==> config.mk <==
export PLATFORM = sky130hd
export DESIGN_NAME = ptc_channel
export DESIGN_NICKNAME = d
export VERILOG_FILES = /design/src/rtl/ptc_pkg.sv /design/src/rtl/ptc_cfg_reg.sv /design/src/rtl/ptc_cmp_unit.sv /design/src/rtl/ptc_fire_unit.sv /design/src/rtl/ptc_channel.sv
export SDC_FILE = /design/constraint.sdc
export NUM_CORES = 1
export LEC_CHECK = 0
export ABC_AREA = 0
export BUFFER_PORTS_ARGS = -buffer_cell sky130_fd_sc_hd__buf_2
export CORE_ASPECT_RATIO = 0.75
export CORE_MARGIN = 10
export CORE_UTILIZATION = 38
export DETAILED_ROUTE_END_ITERATION = 10
export SLEW_MARGIN = 15
export SYNTH_ARGS = -nofsm -noshare
export SYNTH_HDL_FRONTEND = slang
export SYNTH_SLANG_ARGS = --single-unit
export TNS_END_PERCENT = 100
==> constraint.sdc <==
create_clock -name clk -period 7.4 [get_ports clk]
set_clock_uncertainty 0.05 [all_clocks]
set_input_delay 0.37 -clock clk [delete_from_list [all_inputs] [get_ports clk]]
set_output_delay 0.37 -clock clk [all_outputs]
set_load 0.005 [all_outputs]
==> src/rtl/ptc_pkg.sv <==
package ptc_pkg;
   localparam int unsigned REG_W  = 64;
   localparam int unsigned ADDR_W = 5;

   // configuration word bit positions
   localparam int unsigned B_LEVEL    = 1;
   localparam int unsigned B_ENABLE   = 2;
   localparam int unsigned B_PERIODIC = 3;
   localparam int unsigned B_PER_CAP  = 4;
   localparam int unsigned B_WIDE_CAP = 5;
   localparam int unsigned B_SETVAL   = 6;
   localparam int unsigned B_NARROW   = 8;
   localparam int unsigned B_ROUTE_LO = 9;
   localparam int unsigned B_ROUTE_HI = 13;

   localparam logic [REG_W-1:0]  CFG_WR_MASK = 64'h0000_0000_0000_3F4E;
   localparam logic [31:0]       ROUTE_ALLOW = 32'h00F0_0000;
   localparam logic [ADDR_W-1:0] OFS_CFG     = 5'h00;
   localparam logic [ADDR_W-1:0] OFS_CMP     = 5'h08;

   typedef struct packed {
      logic enable;
      logic periodic;
      logic setval;
      logic narrow;
   } ch_mode_t;
endpackage

==> src/rtl/ptc_cfg_reg.sv <==
module ptc_cfg_reg
   import ptc_pkg::*;
#(
   parameter bit          PER_CAP  = 1'b1,
   parameter bit          WIDE_CAP = 1'b1,
   parameter int unsigned IDX_W    = 2,
   parameter int unsigned RT_W     = 5
) (
   input  logic             clk,
   input  logic             rst_n,
   input  logic             cfg_we,
   input  logic [REG_W-1:0] wdata,
   input  logic             setval_clr,
   input  logic             legacy,
   input  logic [IDX_W-1:0] tmr_idx,
   output logic [REG_W-1:0] cfg_rd,
   output ch_mode_t         mode,
   output logic [RT_W-1:0]  route
);
   localparam int unsigned    FIELD_W = B_ROUTE_HI - B_ROUTE_LO + 1;
   localparam logic [RT_W-1:0] LEG_RT0 = RT_W'(0);
   localparam logic [RT_W-1:0] LEG_RT1 = RT_W'(8);

   if (RT_W != FIELD_W) begin : g_bad_rt
      $error("ptc_cfg_reg: RT_W must match the route field width");
   end
   if (IDX_W < 2) begin : g_bad_idx
      $error("ptc_cfg_reg: IDX_W must be at least 2");
   end

   logic [REG_W-1:0] cfg_q;
   logic [REG_W-1:0] cap_bits;

   always_ff @(posedge clk or negedge rst_n) begin
      if (!rst_n) begin
         cfg_q <= '0;
      end else if (cfg_we) begin
         cfg_q <= wdata & CFG_WR_MASK;
      end else if (setval_clr) begin
         cfg_q[B_SETVAL] <= 1'b0;
      end
   end

   always_comb begin
      cap_bits              = '0;
      cap_bits[REG_W-1:32]  = ROUTE_ALLOW;
      cap_bits[B_PER_CAP]   = PER_CAP;
      cap_bits[B_WIDE_CAP]  = WIDE_CAP;
   end

   assign cfg_rd      = cfg_q | cap_bits;
   assign mode.enable = cfg_q[B_ENABLE];
   assign mode.setval = cfg_q[B_SETVAL];

   if (PER_CAP) begin : g_per
      assign mode.periodic = cfg_q[B_PERIODIC];
   end else begin : g_no_per
      assign mode.periodic = 1'b0;
   end

   if (WIDE_CAP) begin : g_wide
      assign mode.narrow = cfg_q[B_NARROW];
   end else begin : g_narrow_only
      assign mode.narrow = 1'b1;
   end

   always_comb begin
      route = cfg_q[B_ROUTE_HI:B_ROUTE_LO];
      if (legacy && tmr_idx == IDX_W'(0)) begin
         route = LEG_RT0;
      end else if (legacy && tmr_idx == IDX_W'(1)) begin
         route = LEG_RT1;
      end
   end

   // read-only capability bits never change
   assert_caps_fixed_R2: assert property (@(posedge clk) disable iff (!rst_n)
      (cfg_rd[REG_W-1:32] == ROUTE_ALLOW) && (cfg_rd[B_PER_CAP] == PER_CAP));
endmodule

==> src/rtl/ptc_cmp_unit.sv <==
module ptc_cmp_unit
   import ptc_pkg::*;
#(
   parameter int unsigned NAR_W   = 32,
   parameter int unsigned MIN_PER = 1000
) (
   input  logic             clk,
   input  logic             rst_n,
   input  logic             cmp_we,
   input  logic             trunc_req,
   input  logic [REG_W-1:0] wdata,
   input  ch_mode_t         mode,
   input  logic             step_ok,
   input  logic [REG_W-1:0] cnt,
   output logic [REG_W-1:0] cmp_q,
   output logic [REG_W-1:0] cmp_vis,
   output logic             setval_clr
);
   localparam logic [REG_W-1:0] NAR_MASK = {{(REG_W-NAR_W){1'b0}}, {NAR_W{1'b1}}};
   localparam logic [REG_W-1:0] FLOOR    = REG_W'(MIN_PER);

   logic [REG_W-1:0] per_q;
   logic [REG_W-1:0] w_trunc;
   logic [REG_W-1:0] w_floor;
   logic [REG_W-1:0] top_keep;
   logic [REG_W-1:0] w_period;
   logic             step_go;

   always_comb begin
      w_trunc  = mode.narrow ? (wdata & NAR_MASK) : wdata;
      w_floor  = (w_trunc < FLOOR) ? FLOOR : w_trunc;
      top_keep = '1;
      if (mode.narrow) top_keep[NAR_W-1] = 1'b0;
      else             top_keep[REG_W-1] = 1'b0;
      w_period = w_floor & top_keep;
   end

   assign step_go = step_ok && mode.periodic && (per_q != '0) && (cnt >= cmp_q);

   always_ff @(posedge clk or negedge rst_n) begin
      if (!rst_n) begin
         cmp_q <= '1;
         per_q <= '0;
      end else if (cmp_we) begin
         if (mode.setval) begin
            cmp_q <= w_trunc;
         end else if (mode.periodic) begin
            cmp_q <= w_period;
            per_q <= w_period;
         end else begin
            cmp_q <= w_trunc;
         end
      end else if (trunc_req) begin
         cmp_q <= cmp_q & NAR_MASK;
         per_q <= per_q & NAR_MASK;
      end else if (step_go) begin
         cmp_q <= cmp_q + per_q;
      end
   end

   assign setval_clr = cmp_we && mode.setval;
   assign cmp_vis    = mode.narrow ? (cmp_q & NAR_MASK) : cmp_q;

   // a period loaded by a comparator write never keeps bit 63
   assert_period_top_clear_R6: assert property (@(posedge clk) disable iff (!rst_n)
      (cmp_we && !mode.setval && mode.periodic) |=> (per_q[REG_W-1] == 1'b0));

   // entering narrow mode leaves no upper bits in comparator or period
   assert_narrow_trunc_R8: assert property (@(posedge clk) disable iff (!rst_n)
      (trunc_req && !cmp_we) |=> (((cmp_q | per_q) & ~NAR_MASK) == '0));

   // catch-up never moves the comparator backwards
   assert_catchup_forward_R11: assert property (@(posedge clk) disable iff (!rst_n)
      (step_go && !cmp_we && !trunc_req && (cmp_q <= ~per_q)) |=> (cmp_q > $past(cmp_q)));
endmodule

==> src/rtl/ptc_fire_unit.sv <==
module ptc_fire_unit
   import ptc_pkg::*;
#(
   parameter int unsigned NAR_W    = 32,
   parameter int unsigned LATE_WIN = 16
) (
   input  logic             clk,
   input  logic             rst_n,
   input  logic             en_all,
   input  logic             kick,
   input  ch_mode_t         mode,
   input  logic [REG_W-1:0] cnt,
   input  logic [REG_W-1:0] cmp,
   output logic             fire_o
);
   logic [NAR_W-1:0] lag_n;
   logic             match_now;
   logic             match_q;
   logic             late;
   logic             fire_d;

   assign lag_n = cnt[NAR_W-1:0] - cmp[NAR_W-1:0];

   always_comb begin
      if (mode.narrow && !mode.periodic) match_now = (cnt[NAR_W-1:0] == cmp[NAR_W-1:0]);
      else                               match_now = (cnt == cmp);
      if (mode.narrow) late = (lag_n != '0) && (lag_n <= NAR_W'(LATE_WIN));
      else             late = (cnt > cmp);
      fire_d = en_all && ((match_now && !match_q) || (kick && !mode.periodic && late));
   end

   always_ff @(posedge clk or negedge rst_n) begin
      if (!rst_n) begin
         match_q <= 1'b0;
         fire_o  <= 1'b0;
      end else begin
         match_q <= en_all && match_now;
         fire_o  <= fire_d;
      end
   end

   // the pulse is one cycle wide
   assert_single_pulse_R3: assert property (@(posedge clk) disable iff (!rst_n)
      fire_o |=> !fire_o);

   // a pulse is only produced by an enabled channel
   assert_fire_needs_enable_R4: assert property (@(posedge clk) disable iff (!rst_n)
      fire_o |-> $past(en_all));
endmodule

==> src/rtl/ptc_channel.sv <==
module ptc_channel
   import ptc_pkg::*;
#(
   parameter int unsigned IDX_W      = 2,
   parameter int unsigned NAR_W      = 32,
   parameter int unsigned MIN_PERIOD = 1000,
   parameter int unsigned LATE_WIN   = 16,
   parameter bit          PER_CAP    = 1'b1,
   parameter bit          WIDE_CAP   = 1'b1
) (
   input  logic              clk,
   input  logic              rst_n,
   input  logic [63:0]       cnt_i,
   input  logic              glob_en_i,
   input  logic              legacy_i,
   input  logic [IDX_W-1:0]  tmr_idx_i,
   input  logic [4:0]        reg_addr_i,
   input  logic              reg_wr_i,
   input  logic [63:0]       reg_wdata_i,
   output logic [63:0]       reg_rdata_o,
   output logic              fire_o,
   output logic [4:0]        route_o
);
   localparam int unsigned RT_W = B_ROUTE_HI - B_ROUTE_LO + 1;

   if (NAR_W < 8 || NAR_W >= REG_W) begin : g_bad_nar
      $error("ptc_channel: NAR_W out of range");
   end
   if (MIN_PERIOD < 2) begin : g_bad_min
      $error("ptc_channel: MIN_PERIOD must be at least 2");
   end
   if (64'(MIN_PERIOD) >= (64'd1 << (NAR_W - 1))) begin : g_bad_floor
      $error("ptc_channel: MIN_PERIOD must fit below the narrow top bit");
   end
   if (64'(LATE_WIN) >= (64'd1 << (NAR_W - 1))) begin : g_bad_win
      $error("ptc_channel: LATE_WIN too large");
   end

   logic             cfg_we;
   logic             cmp_we;
   logic             trunc_req;
   logic             glob_q;
   logic             kick_q;
   logic             en_all;
   logic             setval_clr;
   ch_mode_t         mode;
   logic [REG_W-1:0] cfg_rd;
   logic [REG_W-1:0] cmp_q;
   logic [REG_W-1:0] cmp_vis;
   logic [RT_W-1:0]  route;

   assign cfg_we    = reg_wr_i && (reg_addr_i == OFS_CFG);
   assign cmp_we    = reg_wr_i && (reg_addr_i == OFS_CMP);
   assign trunc_req = cfg_we && reg_wdata_i[B_NARROW];
   assign en_all    = glob_en_i && mode.enable;

   always_ff @(posedge clk or negedge rst_n) begin
      if (!rst_n) begin
         glob_q <= 1'b0;
         kick_q <= 1'b0;
      end else begin
         glob_q <= glob_en_i;
         kick_q <= cfg_we || cmp_we || (glob_en_i && !glob_q);
      end
   end

   ptc_cfg_reg #(
      .PER_CAP (PER_CAP),
      .WIDE_CAP(WIDE_CAP),
      .IDX_W   (IDX_W),
      .RT_W    (RT_W)
   ) u_cfg (
      .clk       (clk),
      .rst_n     (rst_n),
      .cfg_we    (cfg_we),
      .wdata     (reg_wdata_i),
      .setval_clr(setval_clr),
      .legacy    (legacy_i),
      .tmr_idx   (tmr_idx_i),
      .cfg_rd    (cfg_rd),
      .mode      (mode),
      .route     (route)
   );

   ptc_cmp_unit #(
      .NAR_W  (NAR_W),
      .MIN_PER(MIN_PERIOD)
   ) u_cmp (
      .clk       (clk),
      .rst_n     (rst_n),
      .cmp_we    (cmp_we),
      .trunc_req (trunc_req),
      .wdata     (reg_wdata_i),
      .mode      (mode),
      .step_ok   (en_all),
      .cnt       (cnt_i),
      .cmp_q     (cmp_q),
      .cmp_vis   (cmp_vis),
      .setval_clr(setval_clr)
   );

   ptc_fire_unit #(
      .NAR_W   (NAR_W),
      .LATE_WIN(LATE_WIN)
   ) u_fire (
      .clk   (clk),
      .rst_n (rst_n),
      .en_all(en_all),
      .kick  (kick_q),
      .mode  (mode),
      .cnt   (cnt_i),
      .cmp   (cmp_q),
      .fire_o(fire_o)
   );

   always_comb begin
      unique case (reg_addr_i)
         OFS_CFG: reg_rdata_o = cfg_rd;
         OFS_CMP: reg_rdata_o = cmp_vis;
         default: reg_rdata_o = '0;
      endcase
   end

   assign route_o = route;

   // the set-value bit is consumed by the comparator write it armed
   assert_setval_clears_R7: assert property (@(posedge clk) disable iff (!rst_n)
      (cmp_we && mode.setval) |=> !mode.setval);
endmodule

==> flow_metrics.env <==
export IMPL_startpoint_type="flip-flop"
export IMPL_synthFlopType="dfrtp_1"
export IMPL_vias=13400
export IMPL_synth_nets=1927
export IMPL_slew_headroom_pct=28.6
export IMPL_r2r_start="u_cmp.cmp_q[25]$_DFFE_PN1P_"
export IMPL_die_height_um=179
export IMPL_wl_per_cell_um=21.9
export IMPL_grt_pass1_wl_um=76800
export IMPL_nets=2089
export IMPL_leakagePower_nw=7.33
export IMPL_synth_top_family_by_area="compound AO/OA/AOI/OAI gates"
export IMPL_nFillCells=3444
export IMPL_fin_crit_sh_pct=65.3
export IMPL_rsz0062_at_grt="false"
export IMPL_critPathKind="reg2reg"
export IMPL_rr_worst_depth=13
export IMPL_track_usage_pct=23.3
export IMPL_syn_avg_cell_area_sq_um=7.76
export IMPL_utilization_pct=44.6
export IMPL_startpoint="u_cmp.cmp_q[25]$_DFFE_PN1P_"
export IMPL_num_io_pins=210
export IMPL_required_ns=7.74
export IMPL_critical_path_arrival_ns=5.17
export IMPL_min_period_ns=4.83
export IMPL_post_dp_hpwl_um=39000
export IMPL_multi_input_area_sq_mm=0.00862
export IMPL_clk_pin_slew_worst_paths_ns=0.07
export IMPL_timing_rr_end="u_cmp.cmp_q[63]$_DFFE_PN1P_"
export IMPL_clockRootBuffer="clkbuf_16"
export IMPL_synth_seq_cells=142
export IMPL_synth_xor_area_share_pct=5.10
export IMPL_drv_slew=0
export IMPL_tightest_slew_ns=1.07
export IMPL_grt_pass1_vias=12800
export IMPL_setup_viol=0
export IMPL_cts_tree="done"
export IMPL_yosys_area_share_simple_pct=20.9
export IMPL_fmax_ghz=0.207
export IMPL_ys_types=70
export IMPL_synth_mux_area_share_pct=1.64
export IMPL_firstDrtPassIters=8
export IMPL_slowest_delay_ns=0.68
export IMPL_grt_start_max_net_pins=73
export IMPL_finalHoldViolCount=0
export IMPL_regArea_sq_mm=0.00363
export IMPL_clock_path_buffers=2
export IMPL_critPathCaptureType="flip-flop"
export IMPL_core_area_sq_mm=0.0335
export IMPL_path_depth=13
export IMPL_initial_utilization_pct=38.5
export IMPL_synth_edf_count=0
export IMPL_placementRows=58
export IMPL_worstPathMaxFanout=39
export IMPL_wl_um=50000
export IMPL_routabilityCongestion=0.936
export IMPL_gr_total_overflow=0
export IMPL_synthAdderAreaFrac_pct=12.5
export IMPL_dr_first_iter_drc_count=1332
export IMPL_port_buffers=209
export IMPL_layout_drive_gt1_share_pct=18.8
export IMPL_cts_sinks=142
export IMPL_numCtsBuffers=17
export IMPL_critical_path_top_delay_family="simple AND/OR/NAND/NOR gates"
export IMPL_antenna_found_initial=7
export IMPL_power_mw=5.17
export IMPL_crit_top_cell="nor4_1"
export IMPL_cap_violations=0
export IMPL_crit_chain="inv_1 -> ha_1 -> and3_1 -> nand4_1 -> nor4_1 -> nand3_1 -> a21oi_1 -> nor4_1 -> a211o_1 -> nand2_1 -> buf_4 -> a21boi_0 -> a2bb2oi_1"
export IMPL_area_growth_pct=15.9
export IMPL_hold_class="in2reg"
export IMPL_synthArstFlopShare_pct=100
export IMPL_ant_nets=0
export IMPL_tns_ns=0
export IMPL_syn_inst=1659
export IMPL_r2r_slack_ns=2.57
export IMPL_cp_endpoint="u_cmp.cmp_q[63]$_DFFE_PN1P_"
export IMPL_yosysWarnings=0
export IMPL_synth_compound_area_share_pct=26.4
export IMPL_slowest_stage="a211o_1"
export IMPL_power_density_mw_per_mm2=346
export IMPL_status="finished clean"
export IMPL_syn_area_sq_mm=0.0129
export IMPL_ir_drop_uv=142
export IMPL_remaining_drc_errors=0
export IMPL_design_die_area_sq_mm=0.0417
export IMPL_ys_seq_area_share_pct=28.2
export IMPL_viasPerCell=5.87
export IMPL_htreeDepth=4
export IMPL_worstSkewPairLatency_ns=0.46
export IMPL_die_width_um=233
export IMPL_crit_buf_inv=2
==> power by group <==
part / internal [mW] / total (mW) / switching [mW] / leakage (nW)
combinational: 1.13 / 2.91 / 1.78 / 5.32
clock: 0.507 / 0.896 / 0.389 / 0.273
sequential: 1.12 / 1.37 / 0.250 / 1.73
total: 2.75 / 5.17 / 2.42 / 7.33
==> layout make-up <==
class / instances / area share (%)
sequential: 142 / 24.3
timing repair buffer: 222 / 7.72
antenna: 3 / 0.0503
clock buffer: 20 / 2.99
tap: 450 / 3.77
clock inverter: 12 / 0.930
inverter: 98 / 2.46
multi-input combinational: 1340 / 57.7
==> per-stage QoR <==
stage | setup WS, ns | cells | area [sq um] | hold slack [ns]
4_1_cts | 2.76 | 2284 | 14900 | 0.0191
2_1_floorplan | 3.86 | 1659 | 12900 | 0.0244
3_5_place_dp | 2.79 | 2251 | 14300 | 0.392
5_1_grt | 2.30 | 2286 | 14900 | 0.0278
6_report | 2.57 | 2287 | 14900 | 0.0306
3_3_place_gp | 2.83 | 2251 | 14300 | 0.370
==> cell families (layout without fill, tap and decap cells) <==
kind of cell    after synthesis  after routing
simple gates                578            578
compound gates              539            539
buf+inv                     177            352
flops                       142            142
fa+ha+maj                   128            128
xor+xnor                     75             75
mux                          20             20
other cells                   0              3
==> sequential cells by signal, indices dropped and copies added (netlist names) <==
name,count
u_cmp.cmp_q,64
u_cmp.per_q,64
u_cfg.cfg_q,10
glob_q,1
kick_q,1
u_fire.fire_o,1
u_fire.match_q,1
==> cells in the mapped netlist, types with 28 or more instances <==
cell,number,area share [%]
o21ai_0,112,4.4
nor4_1,38,1.8
nand4_1,35,1.7
xnor2_1,49,3.3
nor3_1,52,2.0
ha_1,127,12
clkbuf_1,68,2.0
a21o_1,52,3.0
a22o_1,31,2.1
inv_1,98,2.9
a21oi_1,182,7.1
dfrtp_1,78,15
nand2_1,191,5.6
a22oi_1,28,1.6
dfstp_2,64,13
nor2_1,152,4.4
==> routing by layer <==
metal	wire length, um	share of wire [%]	global-route usage (%)
met3	4290	8.6	5.41
met2	20900	42	33.6
met4	866	1.7	5.52
met5	55	0.11	0
met1	23800	48	34.0
==> timing repair <==
action,in CTS,in global routing
endpoints found under the hold margin,32,0
buffers inserted,0,0
hold buffers,1,0
resized for setup,0,0
==> cell usage in the layout (no fill, tap or decap), types with 11 or more instances in the layout <==
master	instances
o21bai_1	18
clkbuf_16	17
xnor2_1	49
buf_4	12
nand2b_1	21
xor2_1	26
nor4_1	38
a22oi_1	28
nor2_1	149
a21oi_1	182
nor3_1	50
nand4_1	35
a211oi_1	11
a22o_1	31
nand2_1	190
a31oi_1	17
ha_1	127
and3_1	13
nor2b_1	17
nand3_1	25
o21ai_0	112
inv_1	98
dfrtp_1	78
buf_2	208
dfstp_2	64
mux2i_1	11
a21o_1	52
==> worst min path at each step <==
stage	slack [ns]	to	depth (start not counted)	startpoint
global placement	0.37	kick_q$_DFF_PN0_	1	glob_q$_DFF_PN0_
CTS	0.02	glob_q$_DFF_PN0_	1	glob_en_i
detailed placement	0.39	u_cfg.cfg_q[9]$_DFFE_PN0P_	1	rst_n
floorplan	0.02	glob_q$_DFF_PN0_	0	rst_n
global route	0.03	glob_q$_DFF_PN0_	1	glob_en_i
finish	0.03	glob_q$_DFF_PN0_	1	glob_en_i
No activity file was read; power rests on OpenSTA's default activity.
